[config.mk]
export PLATFORM = sky130hd
export DESIGN_NAME = kmi_port_regs
export DESIGN_NICKNAME = d
export VERILOG_FILES = /design/src/rtl/kmi_port_regs.sv
export SDC_FILE = /design/constraint.sdc
export NUM_CORES = 1
export LEC_CHECK = 0
export CORE_UTILIZATION = 30
export DETAILED_ROUTE_END_ITERATION = 10
export GPL_ROUTABILITY_DRIVEN = 0
export HOLD_SLACK_MARGIN = 0.15
export PLACE_DENSITY_LB_ADDON = 0.05
export SYNTH_ARGS = -nofsm -noshare
export SYNTH_HDL_FRONTEND = slang
export SYNTH_SLANG_ARGS = --single-unit
[constraint.sdc]
create_clock -name clk -period 2.15 [get_ports clk]
set_input_delay 0.43 -clock clk [delete_from_list [all_inputs] [get_ports clk]]
set_output_delay 0.43 -clock clk [all_outputs]
set_load 0.05 [all_outputs]
[src/rtl/kmi_port_regs.sv]
module kmi_port_regs #(
  parameter int ADDR_W = 12,
  parameter int CTRL_W = 8,
  parameter int DIV_W  = 8
) (
  input  logic              clk,
  input  logic              rst_n,
  input  logic [ADDR_W-1:0] bus_addr,
  input  logic              bus_wr,
  input  logic [31:0]       bus_wdata,
  input  logic              bus_rd,
  output logic [31:0]       bus_rdata,
  input  logic [7:0]        rx_byte,
  input  logic              rx_valid,
  output logic              rx_ready,
  output logic [7:0]        tx_byte,
  output logic              tx_strobe,
  output logic              irq
);
  localparam int IDX_W = 10;
  localparam int CTRL_IE = 4;
  localparam int CTRL_FORCE = 3;

  logic [CTRL_W-1:0] ctrl_q;
  logic [DIV_W-1:0]  div_q;
  logic [7:0]        held_q, pend_q;
  logic              pending;
  logic [IDX_W-1:0]  idx;
  logic [31:0]       rd_word;
  logic [7:0]        id_byte;
  logic              sel_ctrl, sel_stat, sel_data, sel_div, sel_iir, sel_id;

  assign idx      = bus_addr[11:2];
  assign sel_ctrl = (idx == 10'd0);
  assign sel_stat = (idx == 10'd1);
  assign sel_data = (idx == 10'd2);
  assign sel_div  = (idx == 10'd3);
  assign sel_iir  = (idx == 10'd4);
  assign sel_id   = &idx[IDX_W-1:3];

  assign rx_ready = !pending;
  assign irq      = (pending && ctrl_q[CTRL_IE]) || ctrl_q[CTRL_FORCE];

  always_comb begin
    case (idx[2:0])
      3'd0: id_byte = 8'h50;
      3'd1: id_byte = 8'h10;
      3'd2: id_byte = 8'h04;
      3'd3: id_byte = 8'h00;
      3'd4: id_byte = 8'h0D;
      3'd5: id_byte = 8'hF0;
      3'd6: id_byte = 8'h05;
      default: id_byte = 8'hB1;
    endcase
  end

  always_comb begin
    rd_word = '0;
    if (sel_ctrl)      rd_word[CTRL_W-1:0] = ctrl_q;
    else if (sel_stat) rd_word[6:0] = {1'b1, 1'b0, pending, 1'b0, ^held_q, 2'b00};
    else if (sel_data) rd_word[7:0] = pending ? pend_q : held_q;
    else if (sel_div)  rd_word[DIV_W-1:0] = div_q;
    else if (sel_iir)  rd_word[1:0] = {1'b1, pending};
    else if (sel_id)   rd_word[7:0] = id_byte;
  end

  always_ff @(posedge clk) begin
    if (!rst_n) begin
      ctrl_q    <= '0;
      div_q     <= '0;
      held_q    <= '0;
      pend_q    <= '0;
      pending   <= 1'b0;
      bus_rdata <= '0;
      tx_byte   <= '0;
      tx_strobe <= 1'b0;
    end else begin
      tx_strobe <= 1'b0;
      if (rx_valid && !pending) begin
        pending <= 1'b1;
        pend_q  <= rx_byte;
      end
      if (bus_wr) begin
        if (sel_ctrl) ctrl_q <= bus_wdata[CTRL_W-1:0];
        if (sel_div)  div_q  <= bus_wdata[DIV_W-1:0];
        if (sel_data) begin
          tx_strobe <= 1'b1;
          tx_byte   <= bus_wdata[7:0];
        end
      end
      if (bus_rd) begin
        bus_rdata <= rd_word;
        if (sel_data && pending) begin
          held_q  <= pend_q;
          pending <= 1'b0;
        end
      end
    end
  end

  assert_accept_R12: assert property (@(posedge clk) disable iff (!rst_n)
    rx_valid && rx_ready |=> !rx_ready);
  assert_consume_R5: assert property (@(posedge clk) disable iff (!rst_n)
    bus_rd && sel_data && pending |=> rx_ready && bus_rdata[7:0] == $past(pend_q));
  assert_hold_R6: assert property (@(posedge clk) disable iff (!rst_n)
    bus_rd && sel_data && !pending |=> bus_rdata == {24'd0, $past(held_q)});
  assert_tx_R9: assert property (@(posedge clk) disable iff (!rst_n)
    bus_wr && sel_data |=> tx_strobe && tx_byte == $past(bus_wdata[7:0]));
  assert_tx_quiet_R9: assert property (@(posedge clk) disable iff (!rst_n)
    !(bus_wr && sel_data) |=> !tx_strobe);
  assert_force_R7: assert property (@(posedge clk) disable iff (!rst_n)
    bus_wr && sel_ctrl && bus_wdata[CTRL_FORCE] |=> irq);
  assert_status_R3: assert property (@(posedge clk) disable iff (!rst_n)
    bus_rd && sel_stat |=> bus_rdata[6] && !bus_rdata[5] && !bus_rdata[3] && bus_rdata[1:0] == 2'b00);
endmodule

==> results.py <==
metrics = {
    "clock_network": {
        "htree_levels": 2,
        "holdBufCountCts": 0,
        "clockBufferDepth": 2,
        "clock_latency_ns": 0.30,
        "path_clk_slew_ns": 0.09,
        "postCtsSetupBuffers": 0,
        "cts.sinks": 50,
        "numCtsBuffers": 5,
        "cts_root_buf": "clkbuf_8",
        "cts_tree": "built",
        "ctsResizeCount": 0,
    },
    "sta": {
        "period_minus_slack_ns": 1.96,
        "min_period_over_period": 0.912,
        "max_freq_mhz": 510,
        "fin_skew_ns": 0.00452,
        "finalHoldViolCount": 0,
        "timing.setup.tns_ns": 0,
        "setup_viol": 0,
        "rsz0062_at_grt": "false",
        "slew_viol_final": 0,
    },
    "global_routing": {
        "grt-ovfl-total": 0,
        "grt_max_degree": 27,
        "antenna_found_initial": 0,
        "grt_first_pass_wirelength_mm": 9.97,
        "track_usage": 0.148,
        "first_global_vias": 1907,
    },
    "synth": {
        "synth_area_leaders": "dfxtp_1 40%, mux2i_1 18%, buf_4 7.1%",
        "ys_seq_area_frac": 0.396,
        "yosysTopAreaCell": "dfxtp_1",
        "yosysUniqueCellTypes": 46,
        "syn_area_per_cell_um2": 9.15,
        "async_reset_ff_frac": 0,
        "synth-seq-cells": 50,
        "synth_area_um2": 2520,
        "yosys-top-cells-count": "50 x dfxtp_1, 47 x nor2_1, 46 x mux2i_1",
        "synthCells": 276,
        "synth-main-ff-cell": "dfxtp_1",
        "synth_most_common_cell": "dfxtp_1",
        "synth-edff-count": 0,
        "synth.top_cell.area_share": 0.396,
        "yosys_warnings": 0,
    },
    "setup_path": {
        "cpLargestDelayFamily": "simple AND/OR/NAND/NOR gates",
        "criticalPathCategory": "input port to flop",
        "crit_chain": "clkdlybuf4s50_1 -> nor4_1 -> and2_1 -> buf_12 -> nand4_4 -> mux2i_1 -> nor2_1",
        "r2r-start": "pending",
        "r2r-end": "bus_rdata[0]",
        "startpoint_type": "input port",
        "cp_max_fo": 8,
        "crit_path_end": "div_q[5]",
        "setup.worst_path.start": "bus_addr[10]",
        "critPathSlowestCell": "clkdlybuf4s50_1",
        "cp_num_buf_inv": 2,
        "crit_required_ns": 2.33,
        "cp.depth": 7,
        "cp.arrival_ns": 2.14,
        "max_stage_delay_ns": 0.42,
        "crit_path_end_kind": "flop",
        "r2r_cells": 5,
        "reg2reg_slack_ns": 0.57,
    },
    "floorplan": {
        "initial_utilization": 0.309,
        "rows": 33,
        "core_area_um2": 8180,
        "pin_count": 100,
        "dieArea_um2": 8790,
        "die_w_um": 93.7,
        "die_h_um": 93.7,
    },
    "placement": {
        "dpl.hpwl_mm": 4.66,
        "portBuffers": 49,
    },
    "min_path": {
        "min_path_type": "flop to flop",
    },
    "detailed_routing": {
        "drt_iter0_drc": 71,
        "ant_nets": 0,
        "drt-wirelength-per-cell_um": 13.8,
        "drcViolationCount": 2,
        "via_per_inst": 4.60,
        "via_count": 2045,
        "finalWirelength_mm": 6.15,
        "drt-pass1-iter-count": 7,
    },
    "run_status": {
        "status": "complete, but fails checks",
        "violations": "design-rule violations",
    },
    "power": {
        "vdd_drop_max_v": 0.000241,
        "fin_total_pwr_mw": 1.82,
        "power_density_nw_per_um2": 555,
        "p_leak_nw": 1.48,
    },
    "flow_run": {
        "max-cap-violations": 0,
    },
    "final_layout": {
        "drive_above_1_share": 0.118,
        "antenna_cells": 0,
        "nNetsFinal": 398,
        "synthToLayoutAreaGrowth_pct": 30.3,
    },
}
tightest hold or removal path, stage by stage, from the launching register on:
cell	delay, ns
dfxtp_1	0.32
nand2b_1	0.06
a21oi_1	0.06
cell usage in the layout, fill, tap and decap left out, types with 2 or more instances in the layout:
master and count:
nor2_1 47, xnor2_1 6, nor2b_1 4, o21ai_1 2, a21oi_1 5, dfxtp_1 50
nand2_1 8, nand3_1 7, conb_1 24, buf_4 24, o21ai_0 11, o211ai_1 2
inv_1 3, clkdlybuf4s50_1 47, buf_12 4, nand2b_1 4, clkbuf_8 6, a31oi_1 7
a32oi_1 2, a211oi_1 3, o22ai_1 2, and3_1 3, o221ai_1 3, mux2i_1 46
report_power, final:
group / total, mW / switching (mW) / internal (mW)
Combinational: 0.328 / 0.210 / 0.119
Sequential: 0.955 / 0.0136 / 0.941
Clock: 0.542 / 0.293 / 0.249
Total: 1.82 / 0.516 / 1.31
metrics by stage:
stage	util	std cells	worst slack, ns	area, um^2	hold slack, ns
floorplan	-	299	0.537	2610	0.454
global placement	0.392	439	-0.101	3210	0.464
detailed placement	0.392	439	-0.130	3210	0.472
CTS	0.402	445	0.174	3290	0.486
global route	0.402	445	0.0298	3290	0.535
finish	0.402	445	0.190	3290	0.491
per-layer routing:
layer  track usage  part of all wire  up-vias
li1              -                 -     1039
met1         0.203              0.48      942
met2         0.235              0.46       57
met3        0.0283             0.046        7
met4        0.0423             0.013        0
met5             0                 0        -
cell families after synthesis:
kind of cell    Yosys count  synth area share
flops                    50             0.396
buf+inv                  44             0.111
mux                      47             0.187
compound gates           43             0.112
other cells               1           0.00149
simple gates             84             0.167
xor+xnor                  7            0.0243
flip-flops by register name, summed over array words and instances, names as in the netlist:
name / cells
pending: 1
pend_q: 8
bus_rdata: 8
held_q: 8
tx_strobe: 1
tx_byte: 8
ctrl_q: 8
div_q: 8
worst min-delay path by stage:
stage / from / end / slack (ns) / cells past startpoint
floorplan: ctrl_q[2] / ctrl_q[2] / 0.45 / 2
global placement: bus_rdata[6] / bus_rdata[6] / 0.46 / 2
detailed placement: bus_rdata[6] / bus_rdata[6] / 0.47 / 2
CTS: bus_rdata[6] / bus_rdata[6] / 0.49 / 2
global route: tx_byte[1] / tx_byte[1] / 0.53 / 2
finish: bus_rdata[6] / bus_rdata[6] / 0.49 / 2
final cells by class:
class	count	area, um^2
inverters	4	15.0
repair buffers	75	731
well taps	105	131
flip-flops and latches	50	1000
multi-input cells	205	1330
clock buffers	6	82.6
fillers	846	4890
(Power assumes the default switching activity.)
